--- config.mk ---
export PLATFORM = sky130hd
export DESIGN_NAME = sync_ser_tx
export DESIGN_NICKNAME = d
export VERILOG_FILES = /design/src/rtl/sst_pkg.sv /design/src/rtl/sst_clkgen.sv /design/src/rtl/sst_shifter.sv /design/src/rtl/sst_flags.sv /design/src/rtl/sync_ser_tx.sv
export SDC_FILE = /design/constraint.sdc
export NUM_CORES = 1
export LEC_CHECK = 0
export BUFFER_PORTS_ARGS = -buffer_cell sky130_fd_sc_hd__buf_2
export CAP_MARGIN = 20
export CORE_MARGIN = 2
export CORE_UTILIZATION = 36
export DETAILED_ROUTE_END_ITERATION = 7
export PLACE_DENSITY = 0.65
export SLEW_MARGIN = 20
export SYNTH_ARGS = -nofsm -noshare
export SYNTH_HDL_FRONTEND = slang
export SYNTH_HIERARCHICAL = 1
export SYNTH_SLANG_ARGS = --single-unit
--- constraint.sdc ---
create_clock -name clk -period 4.4 [get_ports clk]
set_input_delay 1.1 -clock clk [delete_from_list [all_inputs] [get_ports clk]]
set_output_delay 1.1 -clock clk [all_outputs]
set_load 0.03 [all_outputs]
--- src/rtl/sst_pkg.sv ---
package sst_pkg;
  localparam int ERR_N   = 3;
  localparam int ERR_OVR = 0;
  localparam int ERR_PAR = 1;
  localparam int ERR_FRM = 2;
  typedef logic [ERR_N-1:0] err_t;
endpackage

--- src/rtl/sst_clkgen.sv ---
module sst_clkgen #(
  parameter int DIV_W     = 8,
  parameter int GUARD_CYC = 5
) (
  input  logic             clk,
  input  logic             rst,
  input  logic             tx_en,
  input  logic             busy,
  input  logic             ext_sel,
  input  logic [DIV_W-1:0] div_val,
  input  logic             tdr_wr,
  input  logic             sck_in,
  output logic             bit_tick,
  output logic             phase,
  output logic             guard_hit
);
  localparam int AGE_W = $clog2(GUARD_CYC + 1);

  logic [DIV_W-1:0] cnt;
  logic [AGE_W-1:0] age;
  logic             s1, s2, s3;
  logic             rise, young, run_int;

  assign run_int = busy & tx_en & ~ext_sel;

  always_ff @(posedge clk) begin
    if (rst || !run_int) begin
      cnt   <= '0;
      phase <= 1'b0;
    end else if (cnt == div_val) begin
      cnt   <= '0;
      phase <= ~phase;
    end else begin
      cnt <= cnt + 1'b1;
    end
  end

  always_ff @(posedge clk) begin
    if (rst) begin
      s1 <= 1'b1;
      s2 <= 1'b1;
      s3 <= 1'b1;
    end else begin
      s1 <= sck_in;
      s2 <= s1;
      s3 <= s2;
    end
  end

  assign rise = s2 & ~s3;

  always_ff @(posedge clk) begin
    if (rst)
      age <= AGE_W'(GUARD_CYC);
    else if (tdr_wr)
      age <= '0;
    else if (age != AGE_W'(GUARD_CYC))
      age <= age + 1'b1;
  end

  assign young = (age < AGE_W'(GUARD_CYC - 1));

  always_comb begin
    if (!(busy && tx_en))
      bit_tick = 1'b0;
    else if (ext_sel)
      bit_tick = rise & ~young;
    else
      bit_tick = phase & (cnt == div_val);
  end

  always_ff @(posedge clk) begin
    if (rst) guard_hit <= 1'b0;
    else     guard_hit <= tx_en & ext_sel & rise & young;
  end

  AST_GUARD_AFTER_WRITE: assert property (@(posedge clk) disable iff (rst) (tdr_wr && ext_sel && tx_en) |=> !bit_tick);
endmodule

--- src/rtl/sst_shifter.sv ---
module sst_shifter #(
  parameter int DATA_W = 8
) (
  input  logic              clk,
  input  logic              rst,
  input  logic              tx_en,
  input  logic              start,
  input  logic              bit_tick,
  input  logic [DATA_W-1:0] load_data,
  output logic              busy,
  output logic              done,
  output logic              sdo
);
  localparam int CNT_W = $clog2(DATA_W);

  logic [DATA_W-1:0] sreg;
  logic [CNT_W-1:0]  cnt;

  always_ff @(posedge clk) begin
    if (rst) begin
      busy <= 1'b0;
      cnt  <= '0;
      sreg <= '0;
    end else if (!tx_en) begin
      busy <= 1'b0;
      cnt  <= '0;
    end else if (start) begin
      busy <= 1'b1;
      cnt  <= '0;
      sreg <= load_data;
    end else if (busy && bit_tick) begin
      if (cnt == CNT_W'(DATA_W - 1)) begin
        busy <= 1'b0;
      end else begin
        sreg <= sreg >> 1;
        cnt  <= cnt + 1'b1;
      end
    end
  end

  assign done = busy & bit_tick & (cnt == CNT_W'(DATA_W - 1));
  assign sdo  = sreg[0];

  AST_ABORT_NOW: assert property (@(posedge clk) disable iff (rst) !tx_en |=> !busy);
endmodule

--- src/rtl/sst_flags.sv ---
module sst_flags
  import sst_pkg::*;
(
  input  logic clk,
  input  logic rst,
  input  logic tx_en,
  input  logic rx_en,
  input  logic start,
  input  logic done,
  input  logic empty_clr,
  input  err_t err_set,
  input  err_t err_clr,
  output logic tdre,
  output logic tend,
  output err_t err
);
  always_ff @(posedge clk) begin
    if (rst || !tx_en) begin
      tdre <= 1'b1;
      tend <= 1'b1;
    end else begin
      if (start)
        tdre <= 1'b1;
      else if (empty_clr && tdre)
        tdre <= 1'b0;
      if (start)
        tend <= 1'b0;
      else if (done)
        tend <= tdre;
    end
  end

  for (genvar i = 0; i < ERR_N; i++) begin : g_err
    always_ff @(posedge clk) begin
      if (rst)
        err[i] <= 1'b0;
      else if (rx_en && err_set[i])
        err[i] <= 1'b1;
      else if (err_clr[i])
        err[i] <= 1'b0;
    end
  end

  AST_ERR_HOLD: assert property (@(posedge clk) disable iff (rst) (!rx_en && err_clr == '0) |=> $stable(err));
endmodule

--- src/rtl/sync_ser_tx.sv ---
module sync_ser_tx
  import sst_pkg::*;
#(
  parameter int DATA_W    = 8,
  parameter int DIV_W     = 8,
  parameter int GUARD_CYC = 5
) (
  input  logic              clk,
  input  logic              rst,
  input  logic              tx_en,
  input  logic              rx_en,
  input  logic              ext_clk_sel,
  input  logic [DIV_W-1:0]  div_val,
  input  logic              tdr_wr,
  input  logic [DATA_W-1:0] tdr_data,
  input  logic              empty_clr,
  input  logic              rx_ovr_set,
  input  logic              rx_par_set,
  input  logic              rx_frm_set,
  input  logic [2:0]        err_clr,
  input  logic              port_dir,
  input  logic              port_dat,
  input  logic              sck_in,
  output logic              txd,
  output logic              sck_out,
  output logic              sck_oe,
  output logic              empty_flag,
  output logic              end_flag,
  output logic [2:0]        err_flags,
  output logic              guard_hit
);
  logic [DATA_W-1:0] tdr;
  logic busy, done, sdo, bit_tick, phase, start;
  logic tdre, tend;
  err_t err_q, err_set;

  always_ff @(posedge clk) begin
    if (rst)         tdr <= '0;
    else if (tdr_wr) tdr <= tdr_data;
  end

  assign start = tx_en & ~busy & ~tdre & (err_q == '0);

  always_comb begin
    err_set          = '0;
    err_set[ERR_OVR] = rx_ovr_set;
    err_set[ERR_PAR] = rx_par_set;
    err_set[ERR_FRM] = rx_frm_set;
  end

  sst_clkgen #(.DIV_W(DIV_W), .GUARD_CYC(GUARD_CYC)) u_clk (
    .clk(clk), .rst(rst), .tx_en(tx_en), .busy(busy), .ext_sel(ext_clk_sel),
    .div_val(div_val), .tdr_wr(tdr_wr), .sck_in(sck_in),
    .bit_tick(bit_tick), .phase(phase), .guard_hit(guard_hit)
  );

  sst_shifter #(.DATA_W(DATA_W)) u_shf (
    .clk(clk), .rst(rst), .tx_en(tx_en), .start(start), .bit_tick(bit_tick),
    .load_data(tdr), .busy(busy), .done(done), .sdo(sdo)
  );

  sst_flags u_flg (
    .clk(clk), .rst(rst), .tx_en(tx_en), .rx_en(rx_en), .start(start),
    .done(done), .empty_clr(empty_clr), .err_set(err_set), .err_clr(err_clr),
    .tdre(tdre), .tend(tend), .err(err_q)
  );

  always_ff @(posedge clk) begin
    if (rst) begin
      txd     <= 1'b1;
      sck_out <= 1'b1;
      sck_oe  <= 1'b0;
    end else begin
      if (!tx_en)    txd <= port_dir ? port_dat : 1'b1;
      else if (busy) txd <= sdo;
      else           txd <= 1'b1;
      sck_out <= (busy && tx_en && !ext_clk_sel) ? phase : 1'b1;
      sck_oe  <= busy & tx_en & ~ext_clk_sel;
    end
  end

  assign empty_flag = tdre;
  assign end_flag   = tend;
  assign err_flags  = err_q;

  AST_START_CLEAN: assert property (@(posedge clk) disable iff (rst) $rose(busy) |-> $past(err_q == '0));
  AST_TDRE_ON_LOAD: assert property (@(posedge clk) disable iff (rst) $rose(busy) |-> tdre);
  AST_TEND_IDLE: assert property (@(posedge clk) disable iff (rst) tend |-> !busy);
  AST_EXT_NO_SCK: assert property (@(posedge clk) disable iff (rst) (ext_clk_sel && $past(ext_clk_sel)) |-> (!sck_oe && sck_out));
endmodule

# Word-level counts from Yosys, hierarchy flattened
# Index checks and enable logic that the tools add are counted.
dict set report totals {
  reg_bits 44
  latchBits 0
  ram_bits 0
  rom_bits 0
  input_bits 32
  out_inout_bits 9
  memories 0
}
dict set report op_classes {
  add_sub_neg 3
  n_mul 0
  div 0
  n_lt_le_gt_ge 1
  eq_ne 4
  n_shift 0
  muxes 21
  n_bitwise 22
  reduce_logical 29
}
# op count
set op_table {}
lappend op_table {{2-to-1 mux 8 bit} 3}
lappend op_table {{2-to-1 mux 1 bit} 16}
lappend op_table {{nonzero test 2 bit} 7}
lappend op_table {{bitwise AND 1 bit} 13}
lappend op_table {{OR reduction 2 bit} 5}
lappend op_table {{NOT 1 bit} 9}
lappend op_table {{adder 8 x 1 -> 8 bit (second input constant)} 1}
lappend op_table {{equality test 8 bit} 1}
lappend op_table {{logical AND 1 bit} 7}
lappend op_table {{adder 3 x 1 -> 3 bit (second input constant)} 2}
lappend op_table {{2-to-1 mux 3 bit} 2}
lappend op_table {{AND reduction 2 bit} 2}
lappend op_table {{equality test 3 bit (second input constant)} 1}
lappend op_table {{logical NOT 1 bit} 3}
lappend op_table {{logical NOT 3 bit} 1}
lappend op_table {{< comparator 3 bit (second input constant)} 1}
lappend op_table {{!= test 3 bit (second input constant)} 1}
lappend op_table {{AND reduction 3 bit} 1}
lappend op_table {{OR reduction 3 bit} 1}
lappend op_table {{logical OR 1 bit} 2}
lappend op_table {{!= test 2 bit (second input constant)} 1}

# Longest topological paths before layout
# Gate-level depths: netlist of run 1.
dict set report logic_depth {
  ltp_word 9
  ltp_mapped 9
  depth_no_buf 8
}

# By module
# Netlist of run 1, hierarchy kept.
# mod instances cells_each area_per_inst_um2 seq_area_each_um2
set by_module_without_submodules {}
lappend by_module_without_submodules {sst_clkgen 1 74 709.4 320.3}
lappend by_module_without_submodules {sst_shifter 1 58 624.3 240.2}
lappend by_module_without_submodules {sync_ser_tx 1 36 394.1 220.2}
lappend by_module_without_submodules {sst_flags 1 19 193.9 100.1}

# Worst setup path before layout of run 1
# No wires, ideal clock.
dict set report synth_timing {
  kind {input -> register}
  startpoint {input div_val[6]}
  endpoint {register u_shf.sreg[0]}
  arrival_ns 2.458
  path_slack_ns 1.816
  path_stages 9
  cell_sequence {xnor2_1 > nand4_1 > or2_1 > o22ai_1 > and4b_1 > buf_4 > or2_1 > buf_6 > a211oi_2}
}
dict set report synth_between {
  elab_chain_len 7
}
# element line
set synth_rtl {}
lappend synth_rtl {{start: declaration} sync_ser_tx.sv:13} ;# input logic [DIV_W-1:0] div_val,
lappend synth_rtl {{equality test 8 bit} sst_clkgen.sv:69} ;# bit_tick = phase & (cnt == div_val);
lappend synth_rtl {{bitwise AND 1 bit} sst_clkgen.sv:69}
lappend synth_rtl {{2-to-1 mux 1 bit} sst_clkgen.sv:66} ;# else if (ext_sel)
lappend synth_rtl {{2-to-1 mux 1 bit} sst_clkgen.sv:64} ;# if (!(busy && tx_en))
lappend synth_rtl {{net bit_tick} sync_ser_tx.sv:33} ;# logic busy, done, sdo, bit_tick, phase, start;
lappend synth_rtl {{logical AND 1 bit} sst_shifter.sv:31} ;# end else if (busy && bit_tick) begin
lappend synth_rtl {{nonzero test 2 bit (no line)} n/a}
lappend synth_rtl {{AND reduction 3 bit (no line)} n/a}
lappend synth_rtl {{end signal: assignment} sst_shifter.sv:30} ;# sreg <= load_data;
lappend synth_rtl {{end signal: assignment} sst_shifter.sv:35} ;# sreg <= sreg >> 1;
lappend synth_rtl {{end: declaration} sst_shifter.sv:16} ;# logic [DATA_W-1:0] sreg;
# The timed path passes the listed nets, and every way through them passes these cells.
# A chain may end at the register's enable or synchronous reset.

# Worst setup path after layout of run 1
dict set report layout_timing {
  startpoint {input div_val[6]}
  endpoint {register u_shf.sreg[1]}
}
# The elaborated chain is that of the path after synthesis.

==> impl_metrics.yaml, run 1 <==
setup_path:
  critPathLaunchType: "input pin"
  cp-startpoint: "div_val[6]"
  cp-end-kind: "register"
  r2r_start: "u_clk/cnt[5]"
  path_delay_family: "simple AND/OR/NAND/NOR gates"
  critPathSlowestCell: "and4b_1"
  required_ns: 4.56
  crit_top_cell: "or2_1"
  worstPathMaxFanout: 9
  r2r_slack_ns: 2.08
  crit_buf_inv: 1
  critPathKind: "in -> reg"
  r2r_end: "u_shf/sreg[1]"
  r2r_cells: 7
  cpPeakStageDelay_ns: 0.40
  cp_cell_sequence: "buf_2 > xnor2_1 > nand4_1 > or2_1 > o22ai_1 > and4b_1 > or2_1 > a211oi_2"
  arrival_ns: 2.99
route:
  vias: 1426
  drtAntennaViolNets: 0
  drt_iter0_drc: 67
  dr.pass1.iters: 4
  wl_per_cell_um: 11.7
  routed_wl_um: 3480
  vias_per_cell: 4.77
  drc: 0
logic_synthesis:
  ys_seq_elements: 44
  syn_nets: 224
  synth_common_cells: "dfxtp_1 (44), nor2_1 (19), mux2i_1 (18), nor3_1 (10), xnor2_1 (10)"
  netlist_area_mm2: 0.00192
  ys_async_sr_fraction_pct: 0
  syn_area_per_cell_um2: 10.3
  synth_warnings: 6
  synth_top_cell_by_area: "dfxtp_1"
  synthCells: 187
  synth.most_common_cell: "dfxtp_1"
  synth_edf_count: 0
  synth_flop_cell: "dfxtp_1"
  yosysSeqAreaShare_pct: 45.8
  yosysTopAreaCellShare_pct: 45.8
  yosys-top-cells-area: "dfxtp_1 (46%), mux2i_1 (9.4%), a211oi_2 (4.6%)"
  synth.distinct_cells: 42
placement:
  portBuffers: 40
  dp_cells: 291
  dpl.hpwl_um: 2550
  gp_congestion: 0.731
global_route:
  grt_max_degree: 35
  grt_pass1_wl_um: 5890
  grt_overflow: 0
  grt_pass1_vias: 1340
  antenna_found_initial: 0
  grt_util_all_layers_pct: 12.5
clock_network:
  htree_levels: 2
  clk_pin_slew_ns: 0.09
  clkSinkCount: 44
  clk_latency_ns: 0.30
  cts_buffers: 5
  hold_buffers: 0
  cts_buffer_depth: 2
  cts_root_buf: "clkbuf_8"
  cts_setup_buffers: 0
  cts_resized: 0
  cts_tree: "done"
pwr:
  powerDensity_mw_per_mm2: 353
  power.share.clock_pct: 40.0
  swShare_pct: 22.2
  power_switching_mw: 0.179
  p_leak_nw: 0.907
  p_comb_share_pct: 8.1
  vdd_drop_max_mv: 0.127
  power_frac_seq_pct: 51.9
  intPower_mw: 0.627
hold_path:
  hold_path_depth: 1
  min_from: "u_clk/s1"
  min_to: "u_clk/s2"
  hp-class: "reg -> reg"
layout:
  post_route_cells_drive_above_1_share_pct: 28.4
  antenna_cells: 0
  fill_cells: 522
  layout-area-overhead-vs-synth_pct: 18.8
  layout.nets: 265
  fin_cells: 299
timing:
  finalCriticalPeriod_ns: 2.83
  slew_headroom_pct: 54.4
  skew_ns: 0.00949
  worstMarginPinSlew_ns: 0.684
  tns_ns: 0
  hold_viol_final: 0
  rsz0062_at_grt: "false"
  fin_crit_sh_pct: 64.2
  setup_viol: 0
  slew_violations: 0
  fmax_mhz: 354
flow_run:
  drv_cap: 0
floorplan:
  fp.dieH_um: 77.1
  core_mm2: 0.00514
  start_util_pct: 37.4
  die_x_um: 77.1
  num_rows: 26
  pin_count: 41
  die_area_mm2: 0.00594
run_status:
  status: "complete, no violations"
cell families (layout without fill, tap and decap cells):
family,after synthesis,after routing,share of synthesized area (%)
mux,18,18,9.37
buf+inv,9,51,3.26
simple gates,73,73,21.5
fa+ha+maj,5,5,3.26
flops,44,44,45.8
compound gates,22,22,9.51
xor+xnor,16,16,7.29
routing by layer:
metal / global-route usage (%) / routed length, um / up-vias
li1: - / - / 744
met4: 6.96 / 72 / 0
met2: 18.7 / 1460 / 48
met3: 3.29 / 215 / 7
met5: 0 / 0 / -
met1: 16.3 / 1740 / 627
layout make-up:
class                   count  area, um2  share of cell area, %
inverters                   2       7.51                  0.329
clock inverters             2       38.8                   1.70
well taps                  70       87.6                   3.84
flip-flops and latches     44        881                   38.6
multi-input cells         134        978                   42.8
repair buffers             41        208                   9.10
clock buffers               6       82.6                   3.62
power groups by stage:
stage                     combinational [mW]  sequential (mW)  clock (mW)
after floorplan                       0.0372            0.430           0
after global placement                0.0649            0.428           0
after detailed placement              0.0661            0.428           0
after CTS                             0.0664            0.418       0.331
after global routing                  0.0728            0.420       0.347
final                                 0.0654            0.418       0.322
how the worst max path moves through the flow:
stage | end | cells after the start
2_1_floorplan | u_shf/sreg[0] | 9
3_3_place_gp | u_shf/sreg[4] | 8
3_5_place_dp | u_shf/sreg[2] | 8
4_1_cts | u_shf/sreg[2] | 8
5_1_grt | u_shf/sreg[3] | 8
6_report | u_shf/sreg[1] | 8
placed cells by master (no fill, tap or decap), types with 3 or more instances in the layout:
master,Yosys,final
dfxtp_1,44,44
buf_2,2,40
nor2_1,19,19
mux2i_1,18,18
nor3_1,10,10
xnor2_1,10,10
nand2_1,8,8
a211oi_2,7,7
clkbuf_8,0,6
nand3_1,6,6
xor2_1,6,6
ha_1,5,5
a21oi_1,4,4
and3_1,3,3
or2_2,3,3
nand3b_1,3,3
nand2b_1,3,3
flip-flops by register name, indices dropped and copies added, names as in the netlist:
| signal | cells |
|---|---|
| sck_oe | 1 |
| sck_out | 1 |
| tdr | 8 |
| txd | 1 |
| u_clk/age | 3 |
| u_clk/cnt | 8 |
| u_clk/guard_hit | 1 |
| u_clk/phase | 1 |
| u_clk/s1 | 1 |
| u_clk/s2 | 1 |
| u_clk/s3 | 1 |
| u_flg/err | 3 |
| u_flg/tdre | 1 |
| u_flg/tend | 1 |
| u_shf/busy | 1 |
| u_shf/cnt | 3 |
| u_shf/sreg | 8 |
through the flow:
stage | instance area (um2) | hold WS, ns | power [mW] | setup WS, ns | utilization (%)
final | 2280 | 0.412 | 0.806 | 1.57 | 44.4
after global routing | 2280 | 0.436 | 0.840 | 1.33 | 44.4
after CTS | 2280 | 0.411 | 0.816 | 1.56 | 44.4
after detailed placement | 2160 | 0.392 | 0.494 | 1.24 | 42.1
after global placement | 2160 | 0.395 | 0.492 | 1.32 | 42.1
after floorplan | 1920 | 0.389 | 0.468 | 1.82 | -
(Power assumes the default switching activity.)
==> run 2: changes to the inputs <==
--- a/config.mk
+++ b/config.mk
@@ -5,12 +5,13 @@
 export SDC_FILE = /design/constraint.sdc
 export NUM_CORES = 1
 export LEC_CHECK = 0
+export ABC_AREA = 1
 export BUFFER_PORTS_ARGS = -buffer_cell sky130_fd_sc_hd__buf_2
 export CAP_MARGIN = 20
 export CORE_MARGIN = 2
 export CORE_UTILIZATION = 36
 export DETAILED_ROUTE_END_ITERATION = 7
-export PLACE_DENSITY = 0.65
+export PLACE_DENSITY = 0.66
 export SLEW_MARGIN = 20
 export SYNTH_ARGS = -nofsm -noshare
 export SYNTH_HDL_FRONTEND = slang
==> constraint.sdc (replaced) <==
create_clock -name clk -period 2.34 [get_ports clk]
set_input_delay 0.585 -clock clk [delete_from_list [all_inputs] [get_ports clk]]
set_output_delay 0.585 -clock clk [all_outputs]
set_load 0.03 [all_outputs]
==> impl_metrics.yaml, run 2 <==
pwr:
  p_comb_share_pct: 8.6
  powerDensity_mw_per_mm2: 623
  swShare_pct: 23.3
  p_leak_nw: 1.11
  vdd_drop_max_mv: 0.335
  power.share.clock_pct: 38.5
  power_switching_mw: 0.346
  power_frac_seq_pct: 52.9
  intPower_mw: 1.14
timing:
  tns_ns: 0
  hold_viol_final: 0
  rsz0062_at_grt: "false"
  fin_ws_ns: 0.604
  slew_violations: 0
  worstMarginPinSlew_ns: 0.499
  skew_ns: 0.00272
  setup_viol: 0
  slew_headroom_pct: 66.5
  fin_crit_sh_pct: 74.2
  fmax_mhz: 576
  finalCriticalPeriod_ns: 1.74
placement:
  portBuffers: 40
  dp_slack_ns: 0.294
  gp_congestion: 0.790
  dpl.hpwl_um: 2900
clock_network:
  cts_buffer_depth: 2
  hold_buffers: 0
  clk_pin_slew_ns: 0.08
  cts_setup_buffers: 0
  clk_latency_ns: 0.30
  clkSinkCount: 44
  cts_buffers: 5
  htree_levels: 2
  cts_tree: "done"
  cts_resized: 0
  cts_root_buf: "clkbuf_8"
layout:
  fill_cells: 574
  layout.nets: 359
  mostFrequentLayoutCells: "nand2_1 (64), nor2_1 (47), dfxtp_1 (44)"
  layout-area-overhead-vs-synth_pct: 19.5
  ff_latch_area_um2: 881
  final_common_cell: "nand2_1"
  multiInputGateArea_um2: 952
  antenna_cells: 0
  reg_top3: "tdr (8), u_clk/cnt (8), u_shf/sreg (8)"
  post_route_cells_drive_above_1_share_pct: 20.4
setup_path:
  path_delay_family: "simple AND/OR/NAND/NOR gates"
  critPathLaunchType: "register"
  arrival_ns: 1.97
  cp_cell_sequence: "xnor2_1 > nand2_1 > nor2_2 > nand3_2 > a21oi_2 > nand3_1 > or2_2 > a21oi_1"
  cp-end-kind: "register"
  critPathKind: "reg -> reg"
  cpPeakStageDelay_ns: 0.42
  required_ns: 2.58
  worstPathMaxFanout: 5
  crit_buf_inv: 0
  critPathSlowestCell: "dfxtp_1"
logic_synthesis:
  synth_warnings: 6
  syn_area_per_cell_um2: 7.23
  synth_top_cell_by_area: "dfxtp_1"
  syn_nets: 313
  yosysTopAreaCellShare_pct: 44.1
  yosysSeqAreaShare_pct: 44.1
  synth.most_common_cell: "nand2_1"
  synth_flop_cell: "dfxtp_1"
  synth_common_cells: "nand2_1 (64), nor2_1 (47), dfxtp_1 (44), inv_1 (35), o21ai_0 (18)"
  synthCells: 276
  netlist_area_mm2: 0.00200
  synth_edf_count: 0
  ys_seq_elements: 44
  yosys-top-cells-area: "dfxtp_1 (44%), nand2_1 (12%), nor2_1 (8.8%)"
  synth.distinct_cells: 27
  ys_async_sr_fraction_pct: 0
global_route:
  grt_overflow: 0
  grt_pass1_vias: 1562
  gr-usage-met2_pct: 22.6
  grt_pass1_wl_um: 6770
  grt_max_degree: 17
  antenna_found_initial: 0
  grt_use_met1_pct: 17.6
  use_met3_pct: 3.68
  top_usage_layer: "met2"
  grt_util_all_layers_pct: 13.9
run_status:
  status: "complete, no violations"
hold_path:
  hp-class: "reg -> reg"
route:
  drt_iter0_drc: 132
  drtAntennaViolNets: 0
  routed_wl_um: 3940
  vias_per_cell: 4.37
  vias: 1726
  wl_per_cell_um: 9.98
  drc: 0
  dr.pass1.iters: 4
floorplan:
  start_util_pct: 36.7
  core_mm2: 0.00544
  die_x_um: 78.5
  die_area_mm2: 0.00616
  pin_count: 41
  num_rows: 27
  fp.dieH_um: 78.5
flow_run:
  drv_cap: 0
run 2: power by group through the flow:
stage	Clock, mW	Sequential, mW	Combinational, mW
floorplan	0	0.809	0.0653
global placement	0	0.802	0.126
detailed placement	0	0.803	0.129
CTS	0.584	0.786	0.129
global route	0.614	0.789	0.148
finish	0.572	0.786	0.128
run 2: cell type report:
| class | instances | area share [%] |
|---|---|---|
| multi-input combinational | 191 | 39.9 |
| sequential | 44 | 36.9 |
| timing repair buffer | 41 | 8.71 |
| inverter | 39 | 6.14 |
| tap | 72 | 3.78 |
| clock buffer | 6 | 3.04 |
| clock inverter | 2 | 1.47 |
run 2: metrics by stage:
| step | utilization (%) | hold WS (ns) | instance area [um2] | power, mW | instances |
|---|---|---|---|---|---|
| 2_1_floorplan | - | 0.389 | 2000 | 0.874 | 276 |
| 3_3_place_gp | 41.9 | 0.393 | 2280 | 0.928 | 387 |
| 3_5_place_dp | 41.9 | 0.393 | 2280 | 0.932 | 387 |
| 4_1_cts | 43.8 | 0.413 | 2380 | 1.50 | 395 |
| 5_1_grt | 43.8 | 0.433 | 2380 | 1.55 | 395 |
| 6_report | 43.8 | 0.411 | 2380 | 1.49 | 395 |
run 2: worst reg2reg max path, delay by kind of cell, from the launching register on:
family                    cells  cell delay (ns)
and+or+nand+nor               5             0.84
xor gates and xnor gates      1             0.15
AOI/OAI and AO/OA             2             0.26
DFF                           1             0.42
run 2: kinds of logic after synthesis:
kind of cell / Yosys count / synth area share [%]
flops: 44 / 44.1
fa+ha+maj: 5 / 3.13
simple gates: 146 / 32.3
compound gates: 30 / 7.90
buf+inv: 41 / 8.15
xor+xnor: 10 / 4.39
run 2: worst paths after layout:
path / start / end / slack, ns / cells after the start
max: u_clk/cnt[2] / u_shf/cnt[0] / 0.60 / 8
min: u_clk/s1 / u_clk/s2 / 0.41 / 1
max reg2reg: u_clk/cnt[2] / u_shf/cnt[0] / 0.60 / 8
min reg2reg: u_clk/s1 / u_clk/s2 / 0.41 / 1
run 2: routing by layer:
metal	wire [um]	vias up
li1	-	943
met1	1900	749
met2	1810	28
met3	175	6
met4	54	0
met5	0	-
